**config.mk**
```make
export PLATFORM = sky130hd
export DESIGN_NAME = iso_gate_decoder
export DESIGN_NICKNAME = d
export VERILOG_FILES = /design/src/rtl/iso_gate_decoder.sv
export SDC_FILE = /design/constraint.sdc
export NUM_CORES = 1
export LEC_CHECK = 0
export ABC_CLOCK_PERIOD_IN_PS = 2100
export BUFFER_PORTS_ARGS = -buffer_cell sky130_fd_sc_hd__buf_4
export CORE_MARGIN = 2
export CORE_UTILIZATION = 30
export DETAILED_ROUTE_END_ITERATION = 10
export PLACE_DENSITY = 0.47
export SLEW_MARGIN = 20
export SYNTH_ARGS = -nofsm -noshare
export SYNTH_HDL_FRONTEND = slang
export SYNTH_SLANG_ARGS = --single-unit
```
**constraint.sdc**
```tcl
create_clock -name clk -period 2.1 [get_ports clk]
set_clock_uncertainty 0.15 [all_clocks]
set_input_delay 0.21 -clock clk [delete_from_list [all_inputs] [get_ports clk]]
set_output_delay 0.21 -clock clk [all_outputs]
set_load 0.01 [all_outputs]
```
**src/rtl/iso_gate_decoder.sv**
```systemverilog
module iso_gate_decoder #(
  parameter int CYCLES_PER_US = 200,
  parameter int TIMEOUT_US    = 5
) (
  input  logic clk,
  input  logic rst_n,
  input  logic set_a,
  input  logic clr_a,
  input  logic set_b,
  input  logic clr_b,
  input  logic supply_ok,
  output logic gate_a,
  output logic gate_b
);
  localparam int LIMIT = CYCLES_PER_US * TIMEOUT_US;
  localparam int CW    = $clog2(LIMIT + 1);

  logic [1:0] hit_set, hit_clr, lvl, alive, dec;

  assign hit_set = {set_b, set_a};
  assign hit_clr = {clr_b, clr_a};
  assign dec     = lvl & alive;

  for (genvar ch = 0; ch < 2; ch++) begin : g_ch
    logic [CW-1:0] cnt;
    logic          pulse;

    assign pulse     = hit_set[ch] | hit_clr[ch];
    assign alive[ch] = (cnt != '0);

    always_ff @(posedge clk or negedge rst_n) begin
      if (!rst_n) begin
        cnt     <= '0;
        lvl[ch] <= 1'b0;
      end else if (pulse) begin
        cnt <= CW'(LIMIT);
        if (hit_set[ch] && !hit_clr[ch])      lvl[ch] <= 1'b1;
        else if (hit_clr[ch] && !hit_set[ch]) lvl[ch] <= 1'b0;
      end else if (cnt <= CW'(1)) begin
        cnt     <= '0;
        lvl[ch] <= 1'b0;
      end else begin
        cnt <= cnt - CW'(1);
      end
    end


    hold_on_conflict_chk: assert property (@(posedge clk) disable iff (!rst_n)
      (hit_set[ch] && hit_clr[ch]) |=> $stable(lvl[ch]));

    set_takes_chk: assert property (@(posedge clk) disable iff (!rst_n)
      (hit_set[ch] && !hit_clr[ch]) |=> lvl[ch]);

    expired_clears_chk: assert property (@(posedge clk) disable iff (!rst_n)
      (!alive[ch]) |-> !lvl[ch]);
  end

  always_ff @(posedge clk or negedge rst_n) begin
    if (!rst_n) begin
      gate_a <= 1'b0;
      gate_b <= 1'b0;
    end else begin
      gate_a <= supply_ok & dec[0] & ~dec[1];
      gate_b <= supply_ok & dec[1] & ~dec[0];
    end
  end


  no_shoot_through_chk: assert property (@(posedge clk) disable iff (!rst_n)
    !(gate_a && gate_b));

  lockout_low_chk: assert property (@(posedge clk) disable iff (!rst_n)
    !supply_ok |=> (!gate_a && !gate_b));

  dead_link_low_chk: assert property (@(posedge clk) disable iff (!rst_n)
    !alive[0] |=> !gate_a);
endmodule

```
==> run metrics <==
synthesized instance count 122; slew of the pin with the lowest slew margin 0.575 ns; number of global-route vias before repair 859; Clk pin slew, worst setup/hold paths 0.09 ns; hold violation count in the final report 0; Arrival @ worst endpoint 1.95 ns; unrepaired setup endpoints after global routing no; Crit path required time 2.14 ns; Post-Route M1 WL 1.14 mm; maximum fanout along the worst path 5; number of cells after detailed placement 181; routed length on met3 83 µm; post-DP HPWL 1.61 mm; worst relative slew slack 0.616; critical path, cell by cell inv_1, ha_1, nor3b_1, nand3b_1, xor2_1, o21ai_0; initial detailed-routing violation count 63; largest net degree at the start of global routing 25; combined global-route utilization of all metal layers 0.115; clock tree root driver cell sky130_fd_sc_hd__clkbuf_8; top routing layer in use met4; cell type group with the largest total delay on the critical path simple AND/OR/NAND/NOR gates; die area 4530 µm²; Synth top area share 0.499; Bufs and invs on worst path 1; insertion delay to the later sink of the worst-skew pair 0.26 ns; path type of the worst min-delay path input port to flop; reg2reg path depth 6; total vias in the final route 914; netlist area before placement 1200 µm²; total clock buffers created by CTS 3; Vias/cell 4.89; total negative slack for setup checks 0 ns; post-synthesis sequential area ratio 0.499; PortBufs 8; Max Cap Viol 0; Synth async-reset ratio 1.00; wire length of the first global-routing pass 3.85 mm; # rows 23; Routed WL per cell 12.1 µm; CTS tree done; Post-Synthesis Mean Instance Area 9.86 µm²; height of the chip 67.3 µm; initial cell density of the core 0.307; number of pins with negative max-slew slack in the final report 0; cell area power density 648 nW/µm²; Leakage 0.530 nW; number of synthesis warnings 0; top-level port count 9; cell types with the highest counts after synthesis sky130_fd_sc_hd__dfrtp_1, sky130_fd_sc_hd__nor2_1, sky130_fd_sc_hd__nand2_1, sky130_fd_sc_hd__o21ai_0, sky130_fd_sc_hd__nand3_1; Crit Reg-Reg Endpoint g_ch[1].cnt[8]; Max Clk Rate 0.522 GHz; met2 routed wirelength 1.00 mm; most used standard cell by instance count after synthesis sky130_fd_sc_hd__dfrtp_1; number of unique standard cell types used by synthesis 30; share of the clock period used by the worst path 0.912; cell type with the highest aggregate area in the netlist sky130_fd_sc_hd__dfrtp_1; worst hold path stage count 3; global route overflow 0; Die W 67.3 µm; count of clock tree sinks 24; Post-synth EDFFs 0; predominant post-synthesis flop cell sky130_fd_sc_hd__dfrtp_1; number of post-CTS setup repair buffers 0; worst reg2reg path startpoint g_ch[1].cnt[0]; diodes inserted 0; CP max-delay cell sky130_fd_sc_hd__nor3b_1; kind of capture point of the worst setup path flop; cells taking the most area after synthesis sky130_fd_sc_hd__dfrtp_1, sky130_fd_sc_hd__nor2_1, sky130_fd_sc_hd__xnor2_1, sky130_fd_sc_hd__ha_1, sky130_fd_sc_hd__o21ai_0; layout cells sized above 1 0.139; syn_nets 133; NumNets Final 149; delay of the slowest cell on the worst path 0.52 ns; shortest period the worst path allows 1.91 ns; worst slack at placement 0.205 ns; startpoint type of the worst setup path flop; number of endpoints failing setup at the final stage 0; post-detailed-routing wire length 2.26 mm; Final WS setup 0.186 ns; hold bufs inserted after CTS 2; endpoint of the worst hold path lvl[1]; run status finished, final reports clean; count of state elements after synthesis 24; Routed Antenna Nets 0; number of H-tree levels 1; filler-free cell count of the finished design 187; first-pass iteration count of the detailed router 4; Resize count post-CTS 0; number of cells on the critical path 6; hold path startpoint set_b; antenna violations before repair 0; deepest clock path buffer count 2; Post-route DRC 0; area added between synthesis and finish 16.8%; standard cell core area 3910 µm²; worst-case register-to-register setup slack 0.19 ns; critical path class flop to flop; Peak VDD IR 273 µV; routability cong. 0.782
[worst register-to-register path, cell delays in order (launching register included)]
cell	delay (ns)
sky130_fd_sc_hd__dfrtp_1	0.42
sky130_fd_sc_hd__inv_1	0.07
sky130_fd_sc_hd__ha_1	0.22
sky130_fd_sc_hd__nor3b_1	0.52
sky130_fd_sc_hd__nand3b_1	0.15
sky130_fd_sc_hd__xor2_1	0.16
sky130_fd_sc_hd__o21ai_0	0.15
[metrics by stage]
stage	area (µm²)	utilization	hold WS [ns]	power, mW
CTS	1400	0.359	0.0119	0.929
detailed placement	1330	0.340	-0.0162	0.607
finish	1400	0.359	0.0174	0.909
floorplan	1200	-	-0.236	0.569
global route	1400	0.359	0.0114	0.962
global placement	1330	0.340	-0.0143	0.607
[how the worst max path moves through the flow]
| stage | start | to | slack, ns |
|---|---|---|---|
| CTS | g_ch[1].cnt[0] | g_ch[1].cnt[8] | 0.18 |
| detailed placement | g_ch[1].cnt[0] | g_ch[1].cnt[8] | 0.21 |
| finish | g_ch[1].cnt[0] | g_ch[1].cnt[8] | 0.19 |
| global route | g_ch[1].cnt[0] | g_ch[1].cnt[6] | 0.08 |
| floorplan | g_ch[1].cnt[0] | g_ch[1].cnt[8] | 0.43 |
| global placement | g_ch[1].cnt[0] | g_ch[1].cnt[8] | 0.21 |
[cell usage in the layout (no fill, tap or decap), types with 4 or more instances in the layout]
| cell | netlist | final |
|---|---|---|
| sky130_fd_sc_hd__buf_4 | 0 | 10 |
| sky130_fd_sc_hd__inv_1 | 5 | 5 |
| sky130_fd_sc_hd__nor3_1 | 6 | 6 |
| sky130_fd_sc_hd__ha_1 | 4 | 4 |
| sky130_fd_sc_hd__clkbuf_8 | 0 | 4 |
| sky130_fd_sc_hd__nand2_1 | 11 | 11 |
| sky130_fd_sc_hd__xnor2_1 | 6 | 6 |
| sky130_fd_sc_hd__a21oi_1 | 5 | 5 |
| sky130_fd_sc_hd__xor2_1 | 5 | 5 |
| sky130_fd_sc_hd__nand3_1 | 8 | 8 |
| sky130_fd_sc_hd__o21ai_0 | 9 | 9 |
| sky130_fd_sc_hd__nor2_1 | 18 | 18 |
| sky130_fd_sc_hd__dfrtp_1 | 24 | 24 |
[report_power, final]
group	total, mW	switching (mW)	internal, mW
logic	0.0969	0.0510	0.0459
clock network	0.310	0.143	0.167
registers	0.502	0.0221	0.480
[registers in the layout, summed over array words and instances (netlist names)]
| name | cells |
|---|---|
| g_ch.cnt | 20 |
| gate_a | 1 |
| gate_b | 1 |
| lvl | 2 |
[per-layer routing]
layer,vias to the layer above,global-route usage
met1,440,0.140
met5,-,0
li1,459,-
met3,2,0.0367
met2,13,0.191
met4,0,0.0383
[area by class of cell]
type	instances	area (µm²)
clock buffer	4	55.1
fill	412	2510
inverter	5	18.8
multi-input combinational	92	572
sequential	24	601
tap	50	62.6
timing repair buffer	12	95.1
[cell families after synthesis]
family                     synth area share
and+or+nand+nor                       0.250
xor gates and xnor gates             0.0801
DFF                                   0.499
buffers and inverters                0.0250
AOI/OAI and AO/OA                     0.104
adders and majority gates            0.0416
(Power assumes the default switching activity.)
